File: config.mk
export PLATFORM = sky130hd
export DESIGN_NAME = phy_strap_cfg
export DESIGN_NICKNAME = d
export VERILOG_FILES = /design/src/rtl/phy_strap_pkg.sv /design/src/rtl/phy_rst_qual.sv /design/src/rtl/phy_strap_latch.sv /design/src/rtl/phy_addr_reg.sv /design/src/rtl/phy_strap_cfg.sv
export SDC_FILE = /design/constraint.sdc
export NUM_CORES = 1
export LEC_CHECK = 0
export BUFFER_PORTS_ARGS = -buffer_cell sky130_fd_sc_hd__clkbuf_2
export CAP_MARGIN = 20
export CORE_MARGIN = 10
export CORE_UTILIZATION = 52
export DETAILED_ROUTE_END_ITERATION = 6
export HOLD_SLACK_MARGIN = 0.1
export PLACE_DENSITY_LB_ADDON = 0.25
export SETUP_SLACK_MARGIN = 0.2
export SLEW_MARGIN = 0
export SYNTH_ARGS = -nofsm -noshare
export SYNTH_HDL_FRONTEND = slang
export SYNTH_SLANG_ARGS = --single-unit
File: constraint.sdc
create_clock -name clk_ref -period 3 [get_ports clk_ref]
set_input_delay 0.6 -clock clk_ref [delete_from_list [all_inputs] [get_ports clk_ref]]
set_output_delay 0.6 -clock clk_ref [all_outputs]
set_load 0.05 [all_outputs]
File: src/rtl/phy_strap_pkg.sv
`timescale 1ns/1ps
package phy_strap_pkg;
   localparam int unsigned ADDR_W = 5;
   localparam int unsigned ABIL_W = 4;

   typedef struct packed {
      logic adv_all;
      logic rmii;
      logic led_pin;
      logic mdix;
   } mode_t;

   typedef struct packed {
      logic [ADDR_W-1:0] addr;
      mode_t             mode;
   } strap_t;

   // ability order: 10 half, 10 full, 100 half, 100 full (bit 0 upward)
   function automatic logic [ABIL_W-1:0] abilities(input logic all_modes);
      return all_modes ? ABIL_W'(4'b1111) : ABIL_W'(4'b0101);
   endfunction
endpackage

File: src/rtl/phy_rst_qual.sv
`timescale 1ns/1ps
module phy_rst_qual #(
   parameter int unsigned SYNC_STAGES    = 2,
   parameter int unsigned MIN_LOW_CYCLES = 25
) (
   input  logic clk_ref,
   input  logic rst_pin_n,
   output logic sync_n,
   output logic held,
   output logic hold_phase,
   output logic release_pulse
);
   localparam int unsigned CNT_W = $clog2(MIN_LOW_CYCLES + 1);
   localparam logic [CNT_W-1:0] LAST = CNT_W'(MIN_LOW_CYCLES - 1);

   logic [SYNC_STAGES-1:0] stage;
   logic [CNT_W-1:0]       low_cnt;
   logic                   hit;

   // clear at once, release through the chain
   always_ff @(posedge clk_ref or negedge rst_pin_n) begin
      if (!rst_pin_n) stage <= '0;
      else            stage <= {stage[SYNC_STAGES-2:0], 1'b1};
   end

   assign sync_n = stage[SYNC_STAGES-1];
   assign hit    = (low_cnt >= LAST);

   always_ff @(posedge clk_ref) begin
      if (!sync_n) begin
         if (!held) begin
            if (hit) held    <= 1'b1;
            else     low_cnt <= low_cnt + CNT_W'(1);
         end
      end else begin
         low_cnt <= '0;
         held    <= 1'b0;
      end
   end

   assign hold_phase    = !sync_n && (held || hit);
   assign release_pulse = sync_n && held;
endmodule

File: src/rtl/phy_strap_latch.sv
`timescale 1ns/1ps
module phy_strap_latch
   import phy_strap_pkg::*;
#(
   parameter mode_t DEF_MODE = '{adv_all: 1'b1, rmii: 1'b0, led_pin: 1'b1, mdix: 1'b1}
) (
   input  logic   clk_ref,
   input  logic   hold_phase,
   input  logic   release_pulse,
   input  strap_t pins,
   output strap_t shadow,
   output mode_t  live
);
   always_ff @(posedge clk_ref) begin
      if (hold_phase) begin
         shadow <= pins;
         live   <= DEF_MODE;
      end else if (release_pulse) begin
         live   <= shadow.mode;
      end
   end
endmodule

File: src/rtl/phy_addr_reg.sv
`timescale 1ns/1ps
module phy_addr_reg #(
   parameter int unsigned       ADDR_W   = 5,
   parameter logic [ADDR_W-1:0] DEF_ADDR = 1
) (
   input  logic              clk_ref,
   input  logic              hold_phase,
   input  logic              release_pulse,
   input  logic [ADDR_W-1:0] strap_addr,
   input  logic              sw_rst,
   input  logic              wr_en,
   input  logic [ADDR_W-1:0] wr_data,
   output logic [ADDR_W-1:0] addr,
   output logic              isolate
);
   always_ff @(posedge clk_ref) begin
      if (hold_phase) begin
         addr    <= DEF_ADDR;
         isolate <= (DEF_ADDR == '0);
      end else if (release_pulse) begin
         addr    <= strap_addr;
         isolate <= (strap_addr == '0);
      end else if (sw_rst) begin
         addr    <= strap_addr;
      end else if (wr_en) begin
         addr    <= wr_data;
      end
   end
endmodule

File: src/rtl/phy_strap_cfg.sv
`timescale 1ns/1ps
module phy_strap_cfg
   import phy_strap_pkg::*;
#(
   parameter int unsigned       SYNC_STAGES     = 2,
   parameter int unsigned       MIN_LOW_CYCLES  = 25,
   parameter logic [ADDR_W-1:0] DEF_ADDR        = 5'b00001,
   parameter logic              DEF_ADV_ALL     = 1'b1,
   parameter logic              DEF_RMII        = 1'b0,
   parameter logic              DEF_LED_PIN     = 1'b1,
   parameter logic              DEF_MDIX        = 1'b1,
   parameter logic              LED_MODE1_LEVEL = 1'b1
) (
   input  logic              clk_ref,
   input  logic              rst_pin_n,
   input  logic [ADDR_W-1:0] strap_addr,
   input  logic              strap_adv,
   input  logic              strap_rmii,
   input  logic              strap_led,
   input  logic              strap_mdix,
   input  logic              sw_rst,
   input  logic              wr_en,
   input  logic [ADDR_W-1:0] wr_addr,
   output logic [ADDR_W-1:0] phy_addr_o,
   output logic              isolate_o,
   output logic [ABIL_W-1:0] adv_o,
   output logic              rmii_sel_o,
   output logic              led_mode2_o,
   output logic              mdix_en_o,
   output logic              ready_o
);
   localparam mode_t DEF_MODE = '{adv_all: DEF_ADV_ALL, rmii: DEF_RMII,
                                  led_pin: DEF_LED_PIN, mdix: DEF_MDIX};

   if (SYNC_STAGES < 2) begin : g_bad_sync
      $error("SYNC_STAGES must be at least 2");
   end
   if (MIN_LOW_CYCLES <= SYNC_STAGES) begin : g_bad_width
      $error("MIN_LOW_CYCLES must exceed SYNC_STAGES");
   end

   logic   rst_sync_n, hw_held, hold_phase, release_pulse;
   strap_t pins, shadow;
   mode_t  live;

   assign pins = '{addr: strap_addr,
                   mode: '{adv_all: strap_adv, rmii: strap_rmii,
                           led_pin: strap_led, mdix: strap_mdix}};

   phy_rst_qual #(
      .SYNC_STAGES   (SYNC_STAGES),
      .MIN_LOW_CYCLES(MIN_LOW_CYCLES)
   ) u_qual (
      .clk_ref      (clk_ref),
      .rst_pin_n    (rst_pin_n),
      .sync_n       (rst_sync_n),
      .held         (hw_held),
      .hold_phase   (hold_phase),
      .release_pulse(release_pulse)
   );

   phy_strap_latch #(.DEF_MODE(DEF_MODE)) u_latch (
      .clk_ref      (clk_ref),
      .hold_phase   (hold_phase),
      .release_pulse(release_pulse),
      .pins         (pins),
      .shadow       (shadow),
      .live         (live)
   );

   phy_addr_reg #(.ADDR_W(ADDR_W), .DEF_ADDR(DEF_ADDR)) u_addr (
      .clk_ref      (clk_ref),
      .hold_phase   (hold_phase),
      .release_pulse(release_pulse),
      .strap_addr   (shadow.addr),
      .sw_rst       (sw_rst),
      .wr_en        (wr_en),
      .wr_data      (wr_addr),
      .addr         (phy_addr_o),
      .isolate      (isolate_o)
   );

   assign adv_o      = abilities(live.adv_all);
   assign rmii_sel_o = live.rmii;
   assign mdix_en_o  = live.mdix;
   assign ready_o    = ~hw_held;

   if (LED_MODE1_LEVEL) begin : g_led_high
      assign led_mode2_o = ~live.led_pin;
   end else begin : g_led_low
      assign led_mode2_o = live.led_pin;
   end
endmodule

==> impl_metrics.toml <==
[status]
status = "finished, final reports clean"

[hold_path]
hp-class = "reg -> reg"

[finish]
nFillCells = 149
nNetsFinal = 137
layout-drive-gt1-share = 0.328
diodes = 0
area_delta_synth_final_pct = 18.2
fin_cells = 141
final_area_mm2 = 0.00121

[route]
drt_iter0_drc = 15
ant_nets = 0
num_vias = 699
firstDrtPassIters = 4
drcViolationCount = 0
routed_wl_um = 1980
wire_per_inst_um = 14.0
viasPerCell = 4.96

[grt]
grt_pass1_wl_um = 3300
grt.overflow.total = 0
grt-busiest-layer = "met2"
grtUsageMet3 = 0.0418
grt_pass1_vias = 694
grt_usage = 0.101
met2_usage = 0.159
grtUsageMet1 = 0.111
grt_max_degree = 17
antenna_found_initial = 0

[sta]
hold_viol = 0
drv_slew = 0
achievable-frequency_ghz = 0.564
fin_setup_tns_ns = 0
rsz0062_at_grt = "no"
fin_skew_ns = 0.00467
period_minus_slack_ns = 1.77
finalCritPeriodShare = 0.591
setup_viol = 0
max-slew-margin-rel = 0.291
tightest_slew_ns = 1.06

[synthesis]
avgSynthCellArea_um2 = 11.9
postSynthCellCount = 86
synth_mux_area_frac = 0.0807
yosys.area_share.xor_xnor = 0.00856
synth_area_mm2 = 0.00102
seq_area_frac_synth = 0.626
synth_compound_area_frac = 0.114
synthSimpleGateAreaFrac = 0.0880
synth_common_cells = "dfxtp_1, nor2_1, edfxtp_1, mux2i_1, inv_1"
synth_ff_type = "dfxtp_1"
synth_top_area_cell = "dfxtp_1"
ys_seq_elements = 27
yosysUniqueCellTypes = 26
synth_area_leaders = "dfxtp_1, edfxtp_1, mux2i_1"
synth-adder-area-share = 0.0244
synth.top_cell.area_share = 0.313
synthArstFlopShare = 0.0741
synth_top_family_by_area = "compound AO/OA/AOI/OAI gates"
yosysWarningCount = 0
synth_edf_count = 9
yosys.cell_count.top_type = "dfxtp_1"

[setup_path]
required_ns = 2.97
critPathMaxFanout = 14
crit_path_max_incr_delay_ns = 0.87
cp_cell_sequence = "nor2_1"
criticalPathCategory = "reg -> reg"
cp_data_arrival_time_ns = 1.74
cp_top_family = "simple AND/OR/NAND/NOR gates"
cpMaxStageDelayCell = "nor2_1"
cp-start-kind = "flip-flop"
cp.buffers_inverters = 0
end_kind = "flip-flop"

[clocking]
cts_tree = "built"
cts.sinks = 27
cts-buffers-inserted = 3
clk_path_buf_depth = 2
clk_pin_slew_worst_paths_ns = 0.14
clock_latency_ns = 0.33
htree_levels = 1
cts_setup_buffers = 0
cts-root-buf = "clkbuf_4"

[place]
numPortBuffers = 29
gp_congestion = 0.813
dp_hpwl_um = 1530
placed_area_mm2 = 0.00117
dp_cells = 136

[die]
die_h_um = 64.4
core_mm2 = 0.00180
ios = 32
fp.dieW_um = 64.4
rows = 15
initial_core_util = 0.568
dieArea_mm2 = 0.00414

[power_and_ir_drop]
p_clk_frac = 0.240
intPower_uw = 478
vdd_drop_max_v = 0.000392
power.leakage_nw = 0.526
swShare = 0.293
seqPwrFrac = 0.603
power.density_mw_per_mm2 = 558
p_total_uw = 676
power_frac_comb = 0.158
p_sw_uw = 198

[flow_run]
max_cap_viol_count = 0
[metrics by stage]
stage                     setup WS (ns)  utilization  hold slack, ns
final                              1.23        0.672           0.368
after global routing               1.11        0.672           0.388
after CTS                          1.24        0.672           0.371
after detailed placement           1.26        0.649           0.339
after global placement             1.33        0.649           0.335
after floorplan                    1.43            -           0.304
[state kept, by name (all words and copies together), names as in the netlist]
register	cells
u_qual.low_cnt	5
u_addr.isolate	1
u_addr.addr	5
u_qual.stage	2
u_latch.shadow	9
u_qual.held	1
u_latch.live	4
[layout by cell type, fill, tap and decap left out]
cell type      netlist  routed
a211oi_1             4       4
a21oi_1              2       2
a21oi_2              2       2
a31o_2               1       1
a41oi_1              1       1
clkbuf_2             0      29
clkbuf_4             0       3
clkinvlp_4           0       1
conb_1               1       3
dfrtp_1              2       2
dfxtp_1             16      16
dlygate4sd3_1        0       1
edfxtp_1             9       9
ha_1                 2       2
inv_1                5       5
mux2_2               2       2
mux2i_1              6       6
nand2_1              3       3
nand2b_1             1       1
nand3_1              1       1
nand4_1              1       1
nor2_1              11      11
nor2b_1              1       1
o21ai_0              3       3
o22a_1               3       3
or3_1                1       1
or4_1                1       1
xnor2_1              1       1
[power groups by stage]
stage,Clock [mW],Combinational (mW),Sequential (mW)
global placement,0,0.105,0.414
floorplan,0,0.0562,0.442
global route,0.186,0.115,0.410
finish,0.162,0.106,0.407
detailed placement,0,0.106,0.415
CTS,0.168,0.108,0.407
[logic make-up after synthesis]
logic type	count (synthesis)
buffers and inverters	11
and+or+nand+nor	20
other	1
muxes	8
AOI/OAI and AO/OA	16
adders and majority gates	2
DFF	27
xor gates and xnor gates	1
[layout make-up]
type	count	area, µm²	area share
multi-input cells	50	334	0.276
repair buffers	30	155	0.128
well taps	25	31.3	0.0259
flip-flops and latches	27	641	0.529
inverters	5	18.8	0.0155
clock inverters	1	7.51	0.00620
clock buffers	3	22.5	0.0186
[routing by layer]
layer | wire length [µm] | part of all wire | up-vias
met5 | 0 | 0 | -
met1 | 842 | 0.43 | 313
met4 | 52 | 0.026 | 0
met3 | 155 | 0.078 | 5
met2 | 930 | 0.47 | 25
li1 | - | - | 356
[path summary, 6_finish.rpt]
check                                start           endpoint  slack, ns  depth (start not counted)
max                        u_qual.stage[1]  u_latch.shadow[6]       1.23                          1
min                        u_qual.stage[0]    u_qual.stage[1]       0.37                          0
max reg2reg                u_qual.stage[1]  u_latch.shadow[6]       1.23                          1
min reg2reg                u_qual.stage[0]    u_qual.stage[1]       0.37                          0
max in group asynchronous        rst_pin_n    u_qual.stage[0]       2.34                          2
min in group asynchronous        rst_pin_n    u_qual.stage[1]       0.56                          2
[what timing repair did]
action | 4_1_cts | 5_1_grt
hold buffers | 1 | 0
endpoints found under the hold margin | 2 | 0
setup endpoints to repair | 0 | 0
gates resized for setup | 0 | 0
No activity file was read; power rests on OpenSTA's default activity.
